$ cat config.mk
export PLATFORM = sky130hd
export DESIGN_NAME = strap_capture_top
export DESIGN_NICKNAME = d
export VERILOG_FILES = /design/src/rtl/strap_pkg.sv /design/src/rtl/strap_edge_stab.sv /design/src/rtl/strap_cfg_regs.sv /design/src/rtl/strap_fw_router.sv /design/src/rtl/strap_capture_top.sv
export SDC_FILE = /design/constraint.sdc
export NUM_CORES = 1
export LEC_CHECK = 0
export BUFFER_PORTS_ARGS = -buffer_cell sky130_fd_sc_hd__buf_2
export CORE_MARGIN = 2
export CORE_UTILIZATION = 39
export CTS_CLUSTER_SIZE = 10
export DETAILED_ROUTE_END_ITERATION = 8
export GPL_TIMING_DRIVEN = 0
export PLACE_DENSITY = 0.86
export SLEW_MARGIN = 10
export SYNTH_ARGS = -nofsm -noshare
export SYNTH_HDL_FRONTEND = slang
export SYNTH_SLANG_ARGS = --single-unit
$ cat constraint.sdc
create_clock -name clk -period 3.6 [get_ports clk]
set_input_delay 0.18 -clock clk [delete_from_list [all_inputs] [get_ports clk]]
set_output_delay 0.18 -clock clk [all_outputs]
set_load 0.05 [all_outputs]
$ cat src/rtl/strap_pkg.sv
package strap_pkg;

  localparam int RAW = 2;

  localparam logic [RAW-1:0] RA_PORT = 2'd0;
  localparam logic [RAW-1:0] RA_BOOT = 2'd1;
  localparam logic [RAW-1:0] RA_SWAP = 2'd2;
  localparam logic [RAW-1:0] RA_STAT = 2'd3;

  localparam logic [1:0] DEST_RSVD = 2'b00;
  localparam logic [1:0] DEST_SPI  = 2'b01;
  localparam logic [1:0] DEST_PCI  = 2'b10;
  localparam logic [1:0] DEST_LPC  = 2'b11;

  typedef struct packed {
    logic       pc1;
    logic       pc0;
    logic       test_n;
    logic       swap_n;
    logic [1:0] dest;
  } strap_t;

  // Pin levels implied by the board pulls when nothing drives the pins.
  localparam strap_t STRAP_PULL_DEFAULT = '{pc1: 1'b0, pc0: 1'b0, test_n: 1'b1,
                                            swap_n: 1'b1, dest: DEST_LPC};

  // Root-port field: bit 1 honours its pin only when the test pin is high.
  function automatic logic [1:0] rp_decode(strap_t s);
    return {s.test_n & s.pc1, s.pc0};
  endfunction

  // Route vector ordered {spi, pci, lpc}; the reserved code falls back to LPC.
  function automatic logic [2:0] route_decode(logic [1:0] d);
    logic [2:0] r;
    case (d)
      DEST_SPI: r = 3'b100;
      DEST_PCI: r = 3'b010;
      default:  r = 3'b001;
    endcase
    return r;
  endfunction

endpackage

$ cat src/rtl/strap_edge_stab.sv
module strap_edge_stab
  import strap_pkg::*;
#(
  parameter int SETUP_CYC = 4
) (
  input  logic   clk,
  input  logic   rst_n,
  input  logic   pg,
  input  strap_t straps,
  output logic   pg_level,
  output logic   pg_rise,
  output logic   setup_bad
);

  localparam int CW = (SETUP_CYC > 2) ? $clog2(SETUP_CYC) : 1;
  localparam logic [CW-1:0] LIM = CW'(SETUP_CYC - 1);

  logic          pg_q;
  strap_t        prev_q;
  logic [CW-1:0] stable_q;
  logic          same_now;

  assign same_now  = (straps == prev_q);
  assign pg_rise   = pg & ~pg_q;
  assign pg_level  = pg_q;
  assign setup_bad = pg_rise & (~same_now | (stable_q < LIM));

  always_ff @(posedge clk or negedge rst_n) begin
    if (!rst_n) begin
      pg_q     <= 1'b0;
      prev_q   <= STRAP_PULL_DEFAULT;
      stable_q <= '0;
    end else begin
      pg_q   <= pg;
      prev_q <= straps;
      if (!same_now)
        stable_q <= '0;
      else if (stable_q != LIM)
        stable_q <= stable_q + 1'b1;
    end
  end

endmodule

$ cat src/rtl/strap_cfg_regs.sv
module strap_cfg_regs
  import strap_pkg::*;
#(
  parameter int DW = 16
) (
  input  logic           clk,
  input  logic           rst_n,
  input  logic           cap,
  input  logic           setup_bad,
  input  strap_t         straps,
  input  logic           we,
  input  logic [RAW-1:0] addr,
  input  logic [DW-1:0]  wdata,
  output logic [DW-1:0]  rdata,
  output logic [1:0]     rp_cfg,
  output logic           swap_bit,
  output logic           swap_lock,
  output logic [1:0]     dest,
  output logic           cfg_err,
  output logic           setup_err
);

  logic unused_wdata;
  assign unused_wdata = ^wdata[DW-1:2];

  always_ff @(posedge clk or negedge rst_n) begin
    if (!rst_n) begin
      rp_cfg    <= rp_decode(STRAP_PULL_DEFAULT);
      swap_bit  <= ~STRAP_PULL_DEFAULT.swap_n;
      swap_lock <= ~STRAP_PULL_DEFAULT.swap_n;
      dest      <= STRAP_PULL_DEFAULT.dest;
      cfg_err   <= 1'b0;
      setup_err <= 1'b0;
    end else if (cap) begin
      rp_cfg    <= rp_decode(straps);
      swap_bit  <= ~straps.swap_n;
      swap_lock <= ~straps.swap_n;
      dest      <= straps.dest;
      if (straps.dest == DEST_RSVD) cfg_err <= 1'b1;
      if (setup_bad) setup_err <= 1'b1;
    end else if (we) begin
      case (addr)
        RA_BOOT: begin
          dest <= wdata[1:0];
          if (wdata[1:0] == DEST_RSVD) cfg_err <= 1'b1;
        end
        RA_SWAP: swap_bit <= wdata[0] | swap_lock;
        default: ;
      endcase
    end
  end

  always_comb begin
    rdata = '0;
    case (addr)
      RA_PORT: rdata[1:0] = rp_cfg;
      RA_BOOT: rdata[1:0] = dest;
      RA_SWAP: rdata[0]   = swap_bit;
      RA_STAT: rdata[1:0] = {setup_err, cfg_err};
      default: ;
    endcase
  end

endmodule

$ cat src/rtl/strap_fw_router.sv
module strap_fw_router
  import strap_pkg::*;
#(
  parameter int          AW       = 32,
  parameter logic [AW-1:0] FW_BASE  = 32'hFFE0_0000,
  parameter logic [AW-1:0] FW_LIMIT = 32'hFFEF_FFFF,
  parameter int          FLIP_BIT = 16
) (
  input  logic          en,
  input  logic          swap,
  input  logic [1:0]    dest,
  input  logic          req_valid,
  input  logic [AW-1:0] req_addr,
  output logic [AW-1:0] fw_addr,
  output logic          in_win,
  output logic          route_spi,
  output logic          route_pci,
  output logic          route_lpc
);

  localparam logic [AW-1:0] FLIP_MASK = {{(AW-1){1'b0}}, 1'b1} << FLIP_BIT;

  logic [2:0] rvec;

  assign in_win  = req_valid && (req_addr >= FW_BASE) && (req_addr <= FW_LIMIT);
  assign fw_addr = (in_win && swap) ? (req_addr ^ FLIP_MASK) : req_addr;
  assign rvec    = (in_win && en) ? route_decode(dest) : 3'b000;

  assign route_spi = rvec[2];
  assign route_pci = rvec[1];
  assign route_lpc = rvec[0];

endmodule

$ cat src/rtl/strap_capture_top.sv
module strap_capture_top
  import strap_pkg::*;
#(
  parameter int            DW        = 16,
  parameter int            AW        = 32,
  parameter int            SETUP_CYC = 4,
  parameter logic [AW-1:0] FW_BASE   = 32'hFFE0_0000,
  parameter logic [AW-1:0] FW_LIMIT  = 32'hFFEF_FFFF
) (
  input  logic          clk,
  input  logic          rst_n,
  input  logic          pg,
  input  logic          strap_pc1_i,
  input  logic          strap_pc0_i,
  input  logic          strap_test_n_i,
  input  logic          strap_swap_n_i,
  input  logic [1:0]    strap_dest_i,
  input  logic          reg_we,
  input  logic [1:0]    reg_addr,
  input  logic [DW-1:0] reg_wdata,
  output logic [DW-1:0] reg_rdata,
  input  logic          req_valid,
  input  logic [AW-1:0] req_addr,
  output logic [AW-1:0] fw_addr,
  output logic          route_spi,
  output logic          route_pci,
  output logic          route_lpc,
  output logic [1:0]    rp_cfg,
  output logic          top_swap,
  output logic [1:0]    boot_dest,
  output logic          cfg_err,
  output logic          setup_err
);

  strap_t pins;
  logic   pg_level, pg_rise, setup_bad, swap_lock, in_win;

  assign pins = '{pc1: strap_pc1_i, pc0: strap_pc0_i, test_n: strap_test_n_i,
                  swap_n: strap_swap_n_i, dest: strap_dest_i};

  strap_edge_stab #(.SETUP_CYC(SETUP_CYC)) u_edge (
    .clk(clk), .rst_n(rst_n), .pg(pg), .straps(pins),
    .pg_level(pg_level), .pg_rise(pg_rise), .setup_bad(setup_bad)
  );

  strap_cfg_regs #(.DW(DW)) u_regs (
    .clk(clk), .rst_n(rst_n), .cap(pg_rise), .setup_bad(setup_bad),
    .straps(pins), .we(reg_we), .addr(reg_addr), .wdata(reg_wdata),
    .rdata(reg_rdata), .rp_cfg(rp_cfg), .swap_bit(top_swap),
    .swap_lock(swap_lock), .dest(boot_dest), .cfg_err(cfg_err),
    .setup_err(setup_err)
  );

  strap_fw_router #(.AW(AW), .FW_BASE(FW_BASE), .FW_LIMIT(FW_LIMIT)) u_route (
    .en(pg_level), .swap(top_swap), .dest(boot_dest),
    .req_valid(req_valid), .req_addr(req_addr), .fw_addr(fw_addr),
    .in_win(in_win), .route_spi(route_spi), .route_pci(route_pci),
    .route_lpc(route_lpc)
  );

endmodule

# Word level (Yosys, flattened, before mapping)
# Index checks and enable logic that the tools add are counted.
# W data, S select, Z words.
[op_classes] n_addsub=1 multipliers=0 n_div=0 n_lt_le_gt_ge=3 eq_ne=9 n_shift=0 muxes=18 n_bitwise=9 n_reduce_logical=15
[op_table] operator="$ge A32 B32 Y1 const B" count=1
[op_table] operator="$le A32 B32 Y1 const B" count=1
[op_table] operator="$mux W17" count=1
[op_table] operator="$mux W2" count=5
[op_table] operator="$mux W1" count=8
[op_table] operator="$reduce_bool A2 Y1" count=4
[op_table] operator="$eq A2 B2 Y1 const B" count=3
[op_table] operator="$eq A6 B6 Y1" count=1
[op_table] operator="$logic_not A2 Y1" count=3
[op_table] operator="$pmux W3 S2" count=1
[op_table] operator="$reduce_and A2 Y1" count=3
[op_table] operator="$eq A2 B1 Y1 const B" count=2
[op_table] operator="$logic_and A1 B1 Y1" count=4
[op_table] operator="$ne A2 B2 Y1 const B" count=2
[op_table] operator="$not A1 Y1" count=4
[op_table] operator="$pmux W1 S4" count=1
[op_table] operator="$reduce_and A4 Y1" count=1
[op_table] operator="$and A1 B1 Y1" count=3
[op_table] operator="$mux W3" count=1
[op_table] operator="$pmux W1 S3" count=1
[op_table] operator="$add A2 B1 Y2 const B" count=1
[op_table] operator="$lt A2 B2 Y1 const B" count=1
[op_table] operator="$ne A2 B1 Y1 const B" count=1
[op_table] operator="$or A1 B1 Y1" count=2
[word_totals] register_bits=17 latch_bits=0 ram_bits=0 mem_bits_ro=0 input_bits=61 wordCells=68 n_memories=0

# Longest topological paths before layout
# Gate-level depths: netlist of run 1.
[logic_depth] word_depth=5 ltp_mapped=4 ltp_nobuf=4

# Cells and area by module
# Synthesis of run 1 repeated with hierarchy kept, for this count alone.
[hier_totals] cells_unflattened=119 hier_area_um2=1228.7
[modules_own_cells] mod="strap_cfg_regs" n_inst=1 cells_each=49 area_per_inst_um2=526.8
[modules_own_cells] mod="strap_edge_stab" n_inst=1 cells_each=25 area_per_inst_um2=352.8
[modules_own_cells] mod="strap_fw_router" n_inst=1 cells_each=45 area_per_inst_um2=349.1

# Worst setup path before layout of run 1
# OpenSTA, ideal clock, no wires.
[synth_timing] path_type="register -> output" startpoint="register u_regs.swap_bit" endpoint="output fw_addr[16]" arrival_ns=1.791 t_required_ns=3.420 setup_slack_ns=1.629 path_stages_with_launch=4 path_buffers=0 cell_sequence="dfrtp_1 -> nand4b_1 -> nor4_1 -> xor2_1"
[synth_between] elab_chain_cells=2
[synth_lines] element="start: declaration" line="strap_cfg_regs.sv:16" text="output logic swap_bit,"
[synth_lines] element="start signal: assignment" line="strap_cfg_regs.sv:29" text="swap_bit <= ~STRAP_PULL_DEFAULT.swap_n;"
[synth_lines] element="start signal: assignment" line="strap_cfg_regs.sv:36" text="swap_bit <= ~straps.swap_n;"
[synth_lines] element="start signal: assignment" line="strap_cfg_regs.sv:47" text="RA_SWAP: swap_bit <= wdata[0] | swap_lock;"
[synth_lines] element="$logic_and A1 B1 Y1" line="strap_fw_router.sv:26" text="assign fw_addr = (in_win && swap) ? (req_addr ^ FLIP_MASK) : req_addr;"
[synth_lines] element="$mux W17" line="strap_fw_router.sv:26"
[synth_lines] element="end: declaration" line="strap_capture_top.sv:24" text="output logic [AW-1:0] fw_addr,"
# No other way between the ends.

# Final worst setup path of run 1
[layout_timing] startpoint="register u_regs.dest[0]" endpoint="output route_lpc"
[layout_between] elab_chain_cells=3
[layout_lines] element="start: declaration" line="strap_cfg_regs.sv:18" text="output logic [1:0] dest,"
[layout_lines] element="start signal: assignment" line="strap_cfg_regs.sv:31" text="dest <= STRAP_PULL_DEFAULT.dest;"
[layout_lines] element="start signal: assignment" line="strap_cfg_regs.sv:38" text="dest <= straps.dest;"
[layout_lines] element="start signal: assignment" line="strap_cfg_regs.sv:44" text="dest <= wdata[1:0];"
[layout_lines] element="$eq A2 B2 Y1 or $eq A2 B1 Y1 (tied branches)" line="strap_pkg.sv:35" text="case (d)"
[layout_lines] element="$pmux W3 S2 *" line="strap_pkg.sv:35"
[layout_lines] element="$mux W3 *" line="strap_fw_router.sv:27" text="assign rvec = (in_win && en) ? route_decode(dest) : 3'b000;"
[layout_lines] element="end: declaration" line="strap_capture_top.sv:27" text="output logic route_lpc,"
# Mark *: on every way between the ends. The rest lies on a longest branch, timed or not.

==> reports/metrics.yaml, run 1 <==
timing:
  fin_crit_ns: 1.81
  hold_viol: 0
  finalClockSkew_ns: 0.0116
  fmax_mhz: 552
  period_share: 0.503
  finalSetupViolations: 0
  fin_tns_setup_ns: 0
  slew_violations: 0
  rsz0062_at_grt: "no"
placement:
  place_inst: 240
  routabilityCongestion: 0.738
  dp_hpwl_mm: 2.20
  io_buffers: 71
synth:
  synth_flop_cell: "dfrtp_1"
  synth_cells: 123
  synth_cell_types: 30
  synth_async_sr_flop_share: 1.00
  ys_seq_area_frac: 0.355
  synth_edf_count: 0
  synth.avg_cell_area_um2: 9.92
  synth_common_cells: "buf_4, dfrtp_1, inv_1, nand2_1"
  synth_top_cell_area_share: 0.277
  synth_seq_cells: 17
  ys_top_cells_by_area: "buf_4, dfrtp_1, dfstp_2"
  syn-cell-area_um2: 1220
  yosys_warnings: 0
  synth_top_cell_by_area: "buf_4"
  yosysMostFrequentCell: "buf_4"
critical_path:
  worst-setup-path-type: "flip-flop to output pin"
  cp_slowest_cell: "dfstp_2"
  critical_path_buf_inv_count: 3
  endpoint_kind: "output pin"
  max_stage_delay_ns: 0.56
  path_common_cell: "inv_1"
  cp-start-kind: "flip-flop"
  critPathTopFamily: "flip-flops"
  path_cells: "inv_1, ha_1, inv_1, nor3_2, buf_2"
  crit_fanout: 4
  arrival_ns: 1.63
  required_ns: 3.42
run_status:
  run_status: "complete, no violations"
clocking:
  cts_resized: 0
  postCtsSetupRepairBufs: 0
  cts_hold_buffers: 1
  clock-sinks: 17
  cts_tree: "done"
  cts_buffers: 3
  cts_root_buffer: "clkbuf_4"
  path_clk_slew_ns: 0.10
  clk-insertion-delay-late_ns: 0.29
  cts_max_level: 1
  cts_max_path_buffers: 2
routing:
  drtPass1Iterations: 4
  wl_mm: 2.54
  drt_iter0_markers: 5
  vias: 1043
  wl_per_cell_um: 10.4
  post-route-drc-count: 0
  viasPerCell: 4.26
  drtAntennaViolNets: 0
global_routing:
  grt-ovfl-total: 0
  use_met2: 0.270
  use_met1: 0.140
  antenna_found_initial: 0
  grt_use_met3: 0.0216
  grt.busiest_layer: "met2"
  first_global_vias: 886
  track_usage: 0.132
  grt_pass1_wl_mm: 3.63
  grt_max_degree: 18
floorplanning:
  io_pins: 119
  dieWidth_um: 59.9
  initial_core_util: 0.406
  die_h_um: 59.9
  dieArea_um2: 3590
  core_um2: 3000
  rows: 20
finish:
  nets: 277
  diodes: 0
  drive_above_1_share: 0.627
  final_cells: 245
  area_growth_pct: 39.5
  fill_cells: 272
power:
  p_clk_frac: 0.164
  internal-power_w: 0.000340
  p_sw_frac: 0.438
  leakagePower_nw: 0.955
  p_sw_w: 0.000265
  peakVddDrop_mv: 0.282
  p_comb_frac: 0.471
  p_per_area_nw_per_um2: 356
  seq_power_share: 0.366
min_path:
  worst_hold_path_type: "primary input to flip-flop"
flow_run:
  cap_violations: 0
[power by group through the flow]
stage,Combinational [W],Clock (W),Sequential [W]
finish,0.000285,0.0000990,0.000221
global route,0.000303,0.000105,0.000223
floorplan,0.000191,0,0.000254
CTS,0.000287,0.000100,0.000221
detailed placement,0.000285,0,0.000225
global placement,0.000282,0,0.000224
[per-layer routing]
layer,routed length (µm),part of all wire,up-vias
met2,1330,0.52,64
met1,915,0.36,446
li1,-,-,531
met3,273,0.11,2
met5,0,0,-
met4,17,0.0067,0
[layout by cell type, fill, tap and decap left out, types with 2 or more instances in the layout]
master    count
o21ai_0       3
xor2_1        2
conb_1       14
nand2_1       7
nand4_1       3
xnor2_1       6
dfrtp_1      11
ha_1          3
buf_4        45
nand2b_1      2
nor3_2        3
nand3b_1      2
nor3_1        2
dfstp_2       6
inv_1         7
mux2i_1       5
buf_2        72
clkbuf_4      3
nor2_1        2
[cell families (layout without fill, tap and decap cells)]
kind of cell / Yosys count / in the layout / share of synthesized area
compound gates: 8 / 8 / 0.0482
flops: 17 / 17 / 0.355
simple gates: 26 / 26 / 0.131
xor+xnor: 8 / 8 / 0.0574
other cells: 1 / 14 / 0.00307
fa+ha+maj: 3 / 3 / 0.0308
mux: 7 / 7 / 0.0718
buf+inv: 53 / 129 / 0.303
[final cells by class]
cell class | count | area [µm²] | share of cell area
Tap cell | 33 | 41.3 | 0.0243
Clock buffer | 4 | 26.3 | 0.0154
Timing Repair Buffer | 72 | 365 | 0.215
Multi-Input combinational cell | 66 | 467 | 0.274
Inverter | 7 | 26.3 | 0.0154
Sequential cell | 17 | 433 | 0.254
Buffer | 46 | 343 | 0.201
[path summary, 6_finish.rpt]
check                                      start  cells after the start                to  slack (ns)
max in group asynchronous                  rst_n                      2  u_edge.prev_q[2]        2.96
worst max-delay path              u_regs.dest[0]                      5         route_lpc        1.79
worst min-delay path                          pg                      1   u_edge.pg_level       0.001
min in group asynchronous                  rst_n                      2  u_edge.prev_q[4]        0.32
worst min register to register    u_regs.cfg_err                      1    u_regs.cfg_err        0.49
worst max register to register  u_edge.prev_q[1]                      3  u_regs.setup_err        2.28
[sequential cells by signal (all words and copies together), names as in the netlist]
signal	count
u_regs.dest	2
u_edge.pg_level	1
u_regs.cfg_err	1
u_regs.setup_err	1
u_regs.swap_bit	1
u_edge.stable_q	2
u_regs.swap_lock	1
u_regs.rp_cfg	2
u_edge.prev_q	6
[metrics by stage]
step	util	instance area, µm²	power [W]	worst slack [ns]	hold slack [ns]
after global placement	0.555	1670	0.000506	2.07	0.107
final	0.567	1700	0.000605	1.79	0.00145
after floorplan	-	1270	0.000446	1.63	-0.116
after detailed placement	0.555	1670	0.000510	2.06	0.116
after CTS	0.567	1700	0.000608	1.78	0.00294
after global routing	0.567	1700	0.000631	1.71	0.00551
[worst register-to-register path: stages, from the launching register on]
cell and delay, ns:
dfstp_2 0.54, xnor2_1 0.11, nand4_1 0.17, o32a_1 0.38
Note: power is estimated with default switching activity, not from simulation.
==> run 2, diff against run 1 <==
--- a/config.mk
+++ b/config.mk
@@ -5,13 +5,14 @@
 export SDC_FILE = /design/constraint.sdc
 export NUM_CORES = 1
 export LEC_CHECK = 0
+export ABC_AREA = 1
 export BUFFER_PORTS_ARGS = -buffer_cell sky130_fd_sc_hd__buf_2
 export CORE_MARGIN = 2
-export CORE_UTILIZATION = 39
+export CORE_UTILIZATION = 33
 export CTS_CLUSTER_SIZE = 10
 export DETAILED_ROUTE_END_ITERATION = 8
 export GPL_TIMING_DRIVEN = 0
-export PLACE_DENSITY = 0.86
+export PLACE_DENSITY = 0.76
 export SLEW_MARGIN = 10
 export SYNTH_ARGS = -nofsm -noshare
 export SYNTH_HDL_FRONTEND = slang
==> constraint.sdc (replaced) <==
create_clock -name clk -period 1.5 [get_ports clk]
set_input_delay 0.075 -clock clk [delete_from_list [all_inputs] [get_ports clk]]
set_output_delay 0.075 -clock clk [all_outputs]
set_load 0.05 [all_outputs]
==> reports/metrics.yaml, run 2 <==
timing:
  hold_viol: 0
  period_share: 0.969
  slew_violations: 0
  finalClockSkew_ns: 0.00438
  fin_crit_ns: 1.45
  rsz0062_at_grt: "yes"
  finalSetupViolations: 0
  fmax_mhz: 688
global_routing:
  first_global_vias: 1033
  antenna_found_initial: 0
  grt-ovfl-total: 0
  grt_max_degree: 18
  track_usage: 0.127
  grt_pass1_wl_mm: 4.28
power:
  leakagePower_nw: 1.11
  peakVddDrop_mv: 0.554
  p_per_area_nw_per_um2: 832
  total_power_w: 0.00157
floorplanning:
  die_h_um: 65.9
  io_pins: 119
  dieWidth_um: 65.9
  rows: 22
  dieArea_um2: 4340
  core_um2: 3660
  initial_core_util: 0.345
finish:
  nets: 323
  area_growth_pct: 49.8
  diodes: 0
  regMostFlops: "u_edge.prev_q"
  final_cells: 306
  final_common_cell: "buf_2"
  fill_cells: 370
  drive_above_1_share: 0.535
  largest_reg_flops: 6
  final_cell_mix: "buf_2, buf_4, nand2_1"
synth:
  ys_top_cells_by_area: "buf_4, dfrtp_1, dfstp_2"
  synth_top_cell_area_share: 0.268
  synth-simple-area-share: 0.224
  synth_seq_cells: 17
  synth_cell_types: 25
  synthXorXnorAreaFrac: 0.0139
  synth_common_cells: "buf_4, nand2_1, inv_1"
  syn-cell-area_um2: 1260
  synth_async_sr_flop_share: 1.00
  synthAdderAreaFrac: 0.0297
  synth.avg_cell_area_um2: 7.84
  synth_flop_cell: "dfrtp_1"
  synth_top_cell_by_area: "buf_4"
  yosysMostFrequentCell: "buf_4"
  ys_seq_area_frac: 0.343
  synth-compound-area-share: 0.0515
  synth_top_family_by_area: "buffers and inverters"
  yosys_warnings: 0
  synth_edf_count: 0
  synth_cells: 161
  muxShareOfSynthArea: 0.00793
placement:
  routabilityCongestion: 0.763
  place_inst: 293
  dp_hpwl_mm: 2.39
  io_buffers: 71
clocking:
  clk-insertion-delay-late_ns: 0.25
  cts_max_path_buffers: 2
  clock-sinks: 17
  cts_root_buffer: "clkbuf_8"
  cts_buffers: 3
  path_clk_slew_ns: 0.06
  cts_max_level: 1
  cts_tree: "done"
routing:
  wl_mm: 2.85
  drtPass1Iterations: 4
  viasPerCell: 4.00
  drtAntennaViolNets: 0
  post-route-drc-count: 0
  wl_per_cell_um: 9.32
  vias: 1225
  drt_iter0_markers: 20
critical_path:
  worst-setup-path-type: "flip-flop to output pin"
  required_ns: 1.42
  path_common_cell: "inv_2"
  arrival_ns: 1.38
  cp-start-kind: "flip-flop"
  endpoint_kind: "output pin"
  crit_fanout: 3
  cp_slowest_cell: "dfstp_2"
  path_cells: "inv_2, ha_4, inv_2, nor2_2, buf_6"
  max_stage_delay_ns: 0.55
flow_run:
  cap_violations: 0
run_status:
  run_status: "complete, no violations"
min_path:
  worst_hold_path_type: "primary input to flip-flop"
run 2: path summary, 6_finish.rpt:
path / cells after the start / to / start / slack, ns
min in group asynchronous: 2 / u_regs.rp_cfg[0] / rst_n / 0.29
min reg2reg: 1 / u_regs.cfg_err / u_regs.cfg_err / 0.50
min: 3 / u_regs.swap_bit / reg_wdata[0] / 0.13
max reg2reg: 7 / u_regs.setup_err / u_edge.prev_q[1] / 0.35
max in group asynchronous: 2 / u_edge.prev_q[2] / rst_n / 0.89
max: 5 / route_lpc / u_regs.dest[0] / 0.05
run 2: logic make-up (layout without fill, tap and decap cells):
family / Yosys count / after routing
buffers and inverters: 65 / 149
and+or+nand+nor: 63 / 63
DFF: 17 / 17
AOI/OAI and AO/OA: 9 / 9
adders and majority gates: 3 / 3
xor gates and xnor gates: 2 / 2
other: 1 / 14
muxes: 1 / 1
run 2: cell type report:
type,instances,area (µm²),share of cell area
buffer,45,338,0.179
clock buffer,4,45.0,0.0238
inverter,20,75.1,0.0397
multi-input combinational,92,485,0.257
sequential,17,433,0.229
tap,48,60.1,0.0318
timing repair buffer,80,454,0.240
run 2: routing by layer:
layer / GRT usage / vias up / wire length [µm]
li1: - / 636 / -
met1: 0.135 / 519 / 1080
met2: 0.244 / 68 / 1450
met3: 0.0239 / 2 / 317
met4: 0.0469 / 0 / 12
met5: 0 / - / 0
run 2: power breakdown:
part,internal [W],switching (W)
Combinational,0.000220,0.000487
Sequential,0.000504,0.0000323
Clock,0.000188,0.000142
run 2: per-stage QoR:
stage / cell area (µm²) / util / TNS (ns) / hold slack, ns / setup WS, ns
4_1_cts: 1870 / 0.512 / 0 / 0.132 / 0.00663
6_report: 1890 / 0.516 / 0 / 0.132 / 0.0459
3_3_place_gp: 1730 / 0.474 / 0 / 0.0146 / 0.158
3_5_place_dp: 1730 / 0.474 / 0 / 0.0188 / 0.174
5_1_grt: 1890 / 0.516 / -0.0236 / 0.156 / -0.0236
2_1_floorplan: 1320 / - / -0.106 / -0.221 / -0.106
run 2: timing repair:
| item | CTS | global route |
|---|---|---|
| pin swaps | 1 | 1 |
| setup buffers | 1 | 0 |
| hold buffers | 8 | 0 |
| gates resized for setup | 2 | 6 |
| endpoints found under the hold margin | 18 | 0 |
| endpoints found under the setup margin | 1 | 3 |
run 2: worst max-delay path, delay by kind of cell, from the launching register on:
| family | cells | cell delay, ns |
|---|---|---|
| buffers and inverters | 3 | 0.25 |
| DFF | 1 | 0.55 |
| adders and majority gates | 1 | 0.26 |
| and+or+nand+nor | 1 | 0.08 |
